`src/rtl/daisy_arbiter.sv`:
```
module daisy_arbiter #(
  parameter int NDEV = 8,
  localparam int IW = (NDEV > 1) ? $clog2(NDEV) : 1
) (
  input  logic            clk,
  input  logic            rst_n,
  input  logic [NDEV-1:0] req_i,
  input  logic [NDEV-1:0] done_i,
  output logic [NDEV-1:0] grant_o,
  output logic            bus_busy_o,
  output logic [IW-1:0]   master_o
);

  logic            busy_q;
  logic [NDEV-1:0] grant_q;
  logic [IW-1:0]   idx_q;
  logic [NDEV-1:0] pass;
  logic [NDEV-1:0] take;
  logic [IW-1:0]   idx_next;
  logic            release_bus;

  assign pass[0] = (|req_i) & ~busy_q;

  generate
    for (genvar i = 0; i < NDEV; i++) begin : g_cell
      assign take[i] = pass[i] & req_i[i];
      if (i < NDEV - 1) begin : g_fwd
        assign pass[i+1] = pass[i] & ~req_i[i];
      end
    end
  endgenerate

  always_comb begin
    idx_next = '0;
    for (int i = 0; i < NDEV; i++)
      if (take[i]) idx_next = IW'(i);
  end

  assign release_bus = |(done_i & grant_q);

  always_ff @(posedge clk) begin
    if (!rst_n) begin
      busy_q  <= 1'b0;
      grant_q <= '0;
      idx_q   <= '0;
    end else if (busy_q && release_bus) begin
      busy_q  <= 1'b0;
      grant_q <= '0;
      idx_q   <= '0;
    end else if (!busy_q && (|take)) begin
      busy_q  <= 1'b1;
      grant_q <= take;
      idx_q   <= idx_next;
    end
  end

  assign grant_o    = grant_q;
  assign bus_busy_o = busy_q;
  assign master_o   = idx_q;

endmodule

```
`config.mk`:
```
export PLATFORM = sky130hd
export DESIGN_NAME = daisy_arbiter
export DESIGN_NICKNAME = d
export VERILOG_FILES = /design/src/rtl/daisy_arbiter.sv
export SDC_FILE = /design/constraint.sdc
export NUM_CORES = 1
export LEC_CHECK = 0
export ABC_AREA = 1
export BUFFER_PORTS_ARGS = -buffer_cell sky130_fd_sc_hd__buf_4
export CAP_MARGIN = 5
export CORE_MARGIN = 4
export CORE_UTILIZATION = 44
export DETAILED_ROUTE_END_ITERATION = 8
export PLACE_DENSITY = 0.81
export SYNTH_ARGS = -nofsm -noshare
export SYNTH_HDL_FRONTEND = slang
export SYNTH_SLANG_ARGS = --single-unit
```
`constraint.sdc`:
```
create_clock -name clk -period 1.65 [get_ports clk]
set_input_delay 0.2475 -clock clk [delete_from_list [all_inputs] [get_ports clk]]
set_output_delay 0.2475 -clock clk [all_outputs]
set_load 0.05 [all_outputs]
```
==> results of run 1 <==
worst max path at each step:
stage / startpoint / end / slack (ns) / cells after the start
after CTS: grant_o[2] / master_o[0] / 0.30 / 9
after detailed placement: req_i[2] / master_o[0] / 0.19 / 11
final: grant_o[2] / master_o[0] / 0.28 / 9
after global routing: grant_o[7] / master_o[0] / 0.13 / 9
after floorplan: grant_o[2] / grant_o[4] / 0.17 / 10
after global placement: req_i[2] / master_o[0] / 0.21 / 11
stage by stage:
stage	hold slack [ns]	instance area, µm²
CTS	0.2378	869.6
detailed placement	0.4662	833.3
global placement	0.4579	833.3
global route	0.2614	869.6
floorplan	0.3901	613.1
finish	0.2401	869.6
report_power, final:
group	leakage, nW	switching, mW	internal [mW]	total [mW]
logic	0.332	0.105	0.0655	0.170
registers	0.0977	0.0136	0.302	0.315
clock network	0.0210	0.109	0.134	0.244
total	0.450	0.228	0.502	0.729
sequential cells by signal, summed over array words and instances, names as in the netlist:
name and count:
grant_o 8, master_o 3, bus_busy_o 1
worst max-delay path: stages, from the launching register on:
cell	delay (ns)
dfxtp_1	0.33
nand2_1	0.07
nand2_1	0.05
a221oi_1	0.22
nand2_1	0.09
nand2_1	0.07
nand2_1	0.21
nor2_1	0.17
nand2_1	0.07
inv_1	0.05
cell type report:
| cell class | instances | area, µm² |
|---|---|---|
| Timing Repair Buffer | 29 | 217.7 |
| Clock buffer | 4 | 36.28 |
| Tap cell | 15 | 18.77 |
| Multi-Input combinational cell | 61 | 315.3 |
| Sequential cell | 12 | 240.2 |
| Inverter | 11 | 41.29 |
| Fill cell | 122 | 431.7 |
metal layers:
metal / part of all wire / wire length [µm] / vias up
li1: - / - / 337
met1: 0.42 / 647 / 287
met2: 0.49 / 750 / 18
met3: 0.059 / 91 / 5
met4: 0.030 / 46 / 0
met5: 0 / 0 / -
cells by family (layout without fill, tap and decap cells):
family          after synthesis  after routing  synth area share
simple gates                 49             49            0.3959
buf+inv                      13             44           0.09387
compound gates               12             12            0.1184
flops                        12             12            0.3918
synth_stat cells:
library cell / instances
dfxtp_1: 12
inv_1: 9
nand4_2: 1
nor2_8: 1
o2bb2ai_1: 1
a31oi_1: 1
buf_6: 1
buf_2: 1
a221oi_1: 2
nand4_1: 2
nand3_2: 1
a21oi_1: 8
nor2_4: 1
nand2_1: 25
nand2_2: 2
nor2_1: 12
nor3b_1: 1
inv_2: 2
nor3_1: 1
nor2_2: 2
==> run metrics, run 1 <==
Critical Path Source Type=register; Fin. Hold Viols=0; Inst Count DP=128; Slew headroom=0.7731; Synth warnings=0; cts hold-fix bufs=0; Max-Cap Viols=0; dpl hpwl=1242 µm; syn_area_per_cell=7.129 µm²; Final WS setup=0.2848 ns; GRT met3 Usage=0.04382; WHS Path Cells=3; Worst-Skew Late Latency=0.28 ns; Peak Freq=0.7325 GHz; Vias=647; setup tns final=0 ns; Die Ht=45.33 µm; number of global-route vias before repair=615; Core Rows=13; H-Tree Depth=1; Sink Count=12; core box area=1301 µm²; drt drc=0; Distinct cells, synth=20; DR iter-0 viols=10; IO buf count=29; Die X=45.33 µm; area grow syn2layout=41.84%; final setup violation count=0; Critical Path AT=1.60 ns; Max Slew Vio Count=0; TritonCTS buffer count=3; top post-synthesis cells by area=dfxtp_1, nand2_1, nor2_1; drt wl/cell=11.64 µm; TritonCTS clock tree=yes; commonest non-fill, non-tap cell in the layout=buf_4; Final min period=1.365 ns; critical path data required time=1.88 ns; synthesized net count=104; most frequent cells in the layout=buf_4, nand2_1, nor2_1, dfxtp_1, inv_1; drt pass-1 iters=4; final non-filler cell total=132; status=finished, final reports clean; ANT cells=0; layer carrying the most global-route usage=met2; Final Util=0.6683; critical path class=reg -> reg; largest net degree at the start of global routing=12; Reg clk slew, reported paths=0.08 ns; Mapped Area=613.1 µm²; root buffer cell=clkbuf_4; leakage=0.4505 nW; RSZ-0062 raised after global routing=no; Initial Util=0.4712; area leader, netlist=dfxtp_1; worst min-delay path endpoint=grant_o[6]; layout cells sized above 1=0.3675; fin nets=136; Reg2Reg Depth=9; RR Startpoint=grant_o[2]; Max Root-Sink Buffers=2; worst vdd ir=0.4621 mV; Final period util=0.8274; Vias/cell=4.902; cell area power density=838.5 nW/µm²; hold path start=req_i[6]; Clock Skews=0.006025 ns; # resized after CTS=0; post-CTS setup repair buffer count=0; io pins=30; Final ANT Viol Nets=0; Worst-Margin Slew=0.3396 ns; Max FO, Critical Path=11; routability cong.=0.8183; DIE AREA=2055 µm²; total power=0.7291 mW; gr usage total=0.1869; number of synthesized register bits=12; reg2reg end=master_o[0]; Syn Inst Count=86; first-pass GRT wire length=2670 µm; Global Route met2 Usage=0.2938; Hold WC Path Type=in -> reg; WL final=1536 µm; register area share after synthesis=0.3918; Setup crit end kind=register; Yosys top cell area share=0.3918; GR Util met1=0.2174; pre-CTS WS=0.1928 ns; initial antenna violation count=0; global route overflow=0; flop2flop setup slack=0.28 ns
(Power assumes the default switching activity.)
==> inputs of run 2 (changes only) <==
--- a/config.mk
+++ b/config.mk
@@ -9,9 +9,9 @@
 export BUFFER_PORTS_ARGS = -buffer_cell sky130_fd_sc_hd__buf_4
 export CAP_MARGIN = 5
 export CORE_MARGIN = 4
-export CORE_UTILIZATION = 44
+export CORE_UTILIZATION = 43
 export DETAILED_ROUTE_END_ITERATION = 8
-export PLACE_DENSITY = 0.81
+export PLACE_DENSITY = 0.8
 export SYNTH_ARGS = -nofsm -noshare
 export SYNTH_HDL_FRONTEND = slang
 export SYNTH_SLANG_ARGS = --single-unit
==> constraint.sdc (replaced) <==
create_clock -name clk -period 1.4 [get_ports clk]
set_input_delay 0.21 -clock clk [delete_from_list [all_inputs] [get_ports clk]]
set_output_delay 0.21 -clock clk [all_outputs]
set_load 0.05 [all_outputs]
==> run metrics, run 2 (synthesized netlist as in run 1, its figures left out) <==
DIE AREA=2094 µm² (+1.9%); Final period util=0.8835 (+0.05610); fin nets=137 (+0.74%); worst vdd ir=0.5851 mV (+27%); Critical Path Source Type=register; TritonCTS clock tree=yes; fillers=111 (-9.0%); Vias/cell=5.060 (+3.2%); RSZ-0062 raised after global routing=no; switching part of the total=0.3085 (-0.003550); Slew headroom=0.8168 (+0.04373); Die X=45.76 µm (+0.95%); # resized after CTS=1 (+1); cts hold-fix bufs=0 (unchanged); Sink Count=12 (unchanged); TritonCTS buffer count=3 (unchanged); status=finished, final reports clean; routability cong.=0.9076 (+11%); H-Tree Depth=1 (unchanged); Initial Util=0.4653 (-0.005817); layout cells sized above 1=0.4661 (+0.09858); Max Slew Vio Count=0 (unchanged); Final min period=1.237 ns (-0.1283 ns); Final ANT Viol Nets=0 (unchanged); total power=0.8650 mW (+19%); WHS Path Cells=3 (unchanged); Setup crit end kind=register; final non-filler cell total=133 (+0.76%); DR iter-0 viols=7 (-3); io pins=30 (unchanged); Post-DP Area=850.8 µm² (+2.1%); Peak Freq=0.8085 GHz (+10%); final setup violation count=0 (unchanged); Die Ht=45.76 µm (+0.95%); leakage=0.4643 nW (+3.1%); Final Util=0.6847 (+0.01644); cell area power density=958.9 nW/µm² (+14%); global route overflow=0 (unchanged); area grow syn2layout=47.14%; drt drc=0 (unchanged); commonest non-fill, non-tap cell in the layout=buf_4; Clk pwr share=0.325 (-0.009); root buffer cell=clkbuf_4; most frequent cells in the layout=buf_4, nand2_1, nor2_1, inv_1; largest net degree at the start of global routing=12 (unchanged); first-pass GRT wire length=2456 µm (-8.0%); Critical Path AT=1.47 ns (-0.13 ns); sequential cell fraction of total power=0.431 (-0.002); number of global-route vias before repair=595 (-3.3%); Worst-Skew Late Latency=0.28 ns (about the same); drt wl/cell=12.23 µm (+5.1%); ANT cells=0 (unchanged); critical path data required time=1.63 ns (-0.25 ns); core box area=1318 µm² (+1.2%); critical path class=reg -> reg; Clock Skews=0.002639 ns (-0.003386 ns); Reg clk slew, reported paths=0.08 ns (about the same); gr usage total=0.1668 (-0.02014); WL final=1627 µm (+5.9%); Reg2Reg Depth=9 (unchanged); Hold WC Path Type=in -> reg; worst hold margin=0.1924 ns (-0.04761 ns); setup tns final=0 ns (unchanged); Max-Cap Viols=0 (unchanged); Register Area=250.2 µm² (+4.2%); IO buf count=29 (unchanged); Multi-input gate area=330.3 µm² (+4.8%); Worst-Margin Slew=0.2744 ns (-0.06515 ns); max reg flops=8 (unchanged); pre-CTS WS=0.01680 ns (-0.1760 ns); Final WS setup=0.1631 ns (-0.1217 ns); internal cell power=0.5981 mW (+19%); post-CTS setup repair buffer count=0 (unchanged); drt pass-1 iters=4 (unchanged); Max FO, Critical Path=11 (unchanged); dpl hpwl=1238 µm (-0.33%); Combinational Power Share=0.245 (+0.012); Vias=673 (+4.0%); initial antenna violation count=0 (unchanged); Core Rows=13 (unchanged); Design Area, Final=902.1 µm² (+3.7%); Fin. Hold Viols=0 (unchanged); NetSw=0.2669 mW (+17%); Inst Count DP=129 (+0.78%); Max Root-Sink Buffers=2 (unchanged)
## run 2: worst paths after layout
| check | slack, ns | start | endpoint |
|---|---|---|---|
| max reg2reg | 0.16 | grant_o[1] | master_o[0] |
| max | 0.16 | grant_o[1] | master_o[0] |
| min reg2reg | 0.48 | master_o[2] | master_o[2] |
| min | 0.19 | req_i[0] | grant_o[0] |
## run 2: power by group through the flow
stage	registers [mW]	clock network (mW)	logic [mW]
after floorplan	0.428	0	0.0806
after global placement	0.380	0	0.203
after detailed placement	0.380	0	0.206
after CTS	0.372	0.280	0.208
after global routing	0.375	0.301	0.226
final	0.373	0.281	0.212
## run 2: final cells by class
type,instances,share of cell area
Timing Repair Buffer,30,0.2497
Tap cell,15,0.02080
Clock buffer,4,0.04022
Multi-Input combinational cell,61,0.3662
Inverter,11,0.04577
Sequential cell,12,0.2774
## run 2: per-layer routing
metal  vias to the layer above  GRT usage  wire length (µm)
li1                        340          -                 -
met1                       302     0.1794               622
met2                        26     0.2953               818
met3                         5    0.03162               153
met4                         0     0.1023                32
met5                         -          0                 0
## run 2: critical path, stage by stage, from the launching register on
cell      delay, ns
dfxtp_2        0.34
nand2_1        0.06
nand2_1        0.06
a221oi_2       0.20
nand2_1        0.09
nand2_1        0.08
nand2_2        0.14
nor2_1         0.12
nand2_1        0.06
inv_1          0.04
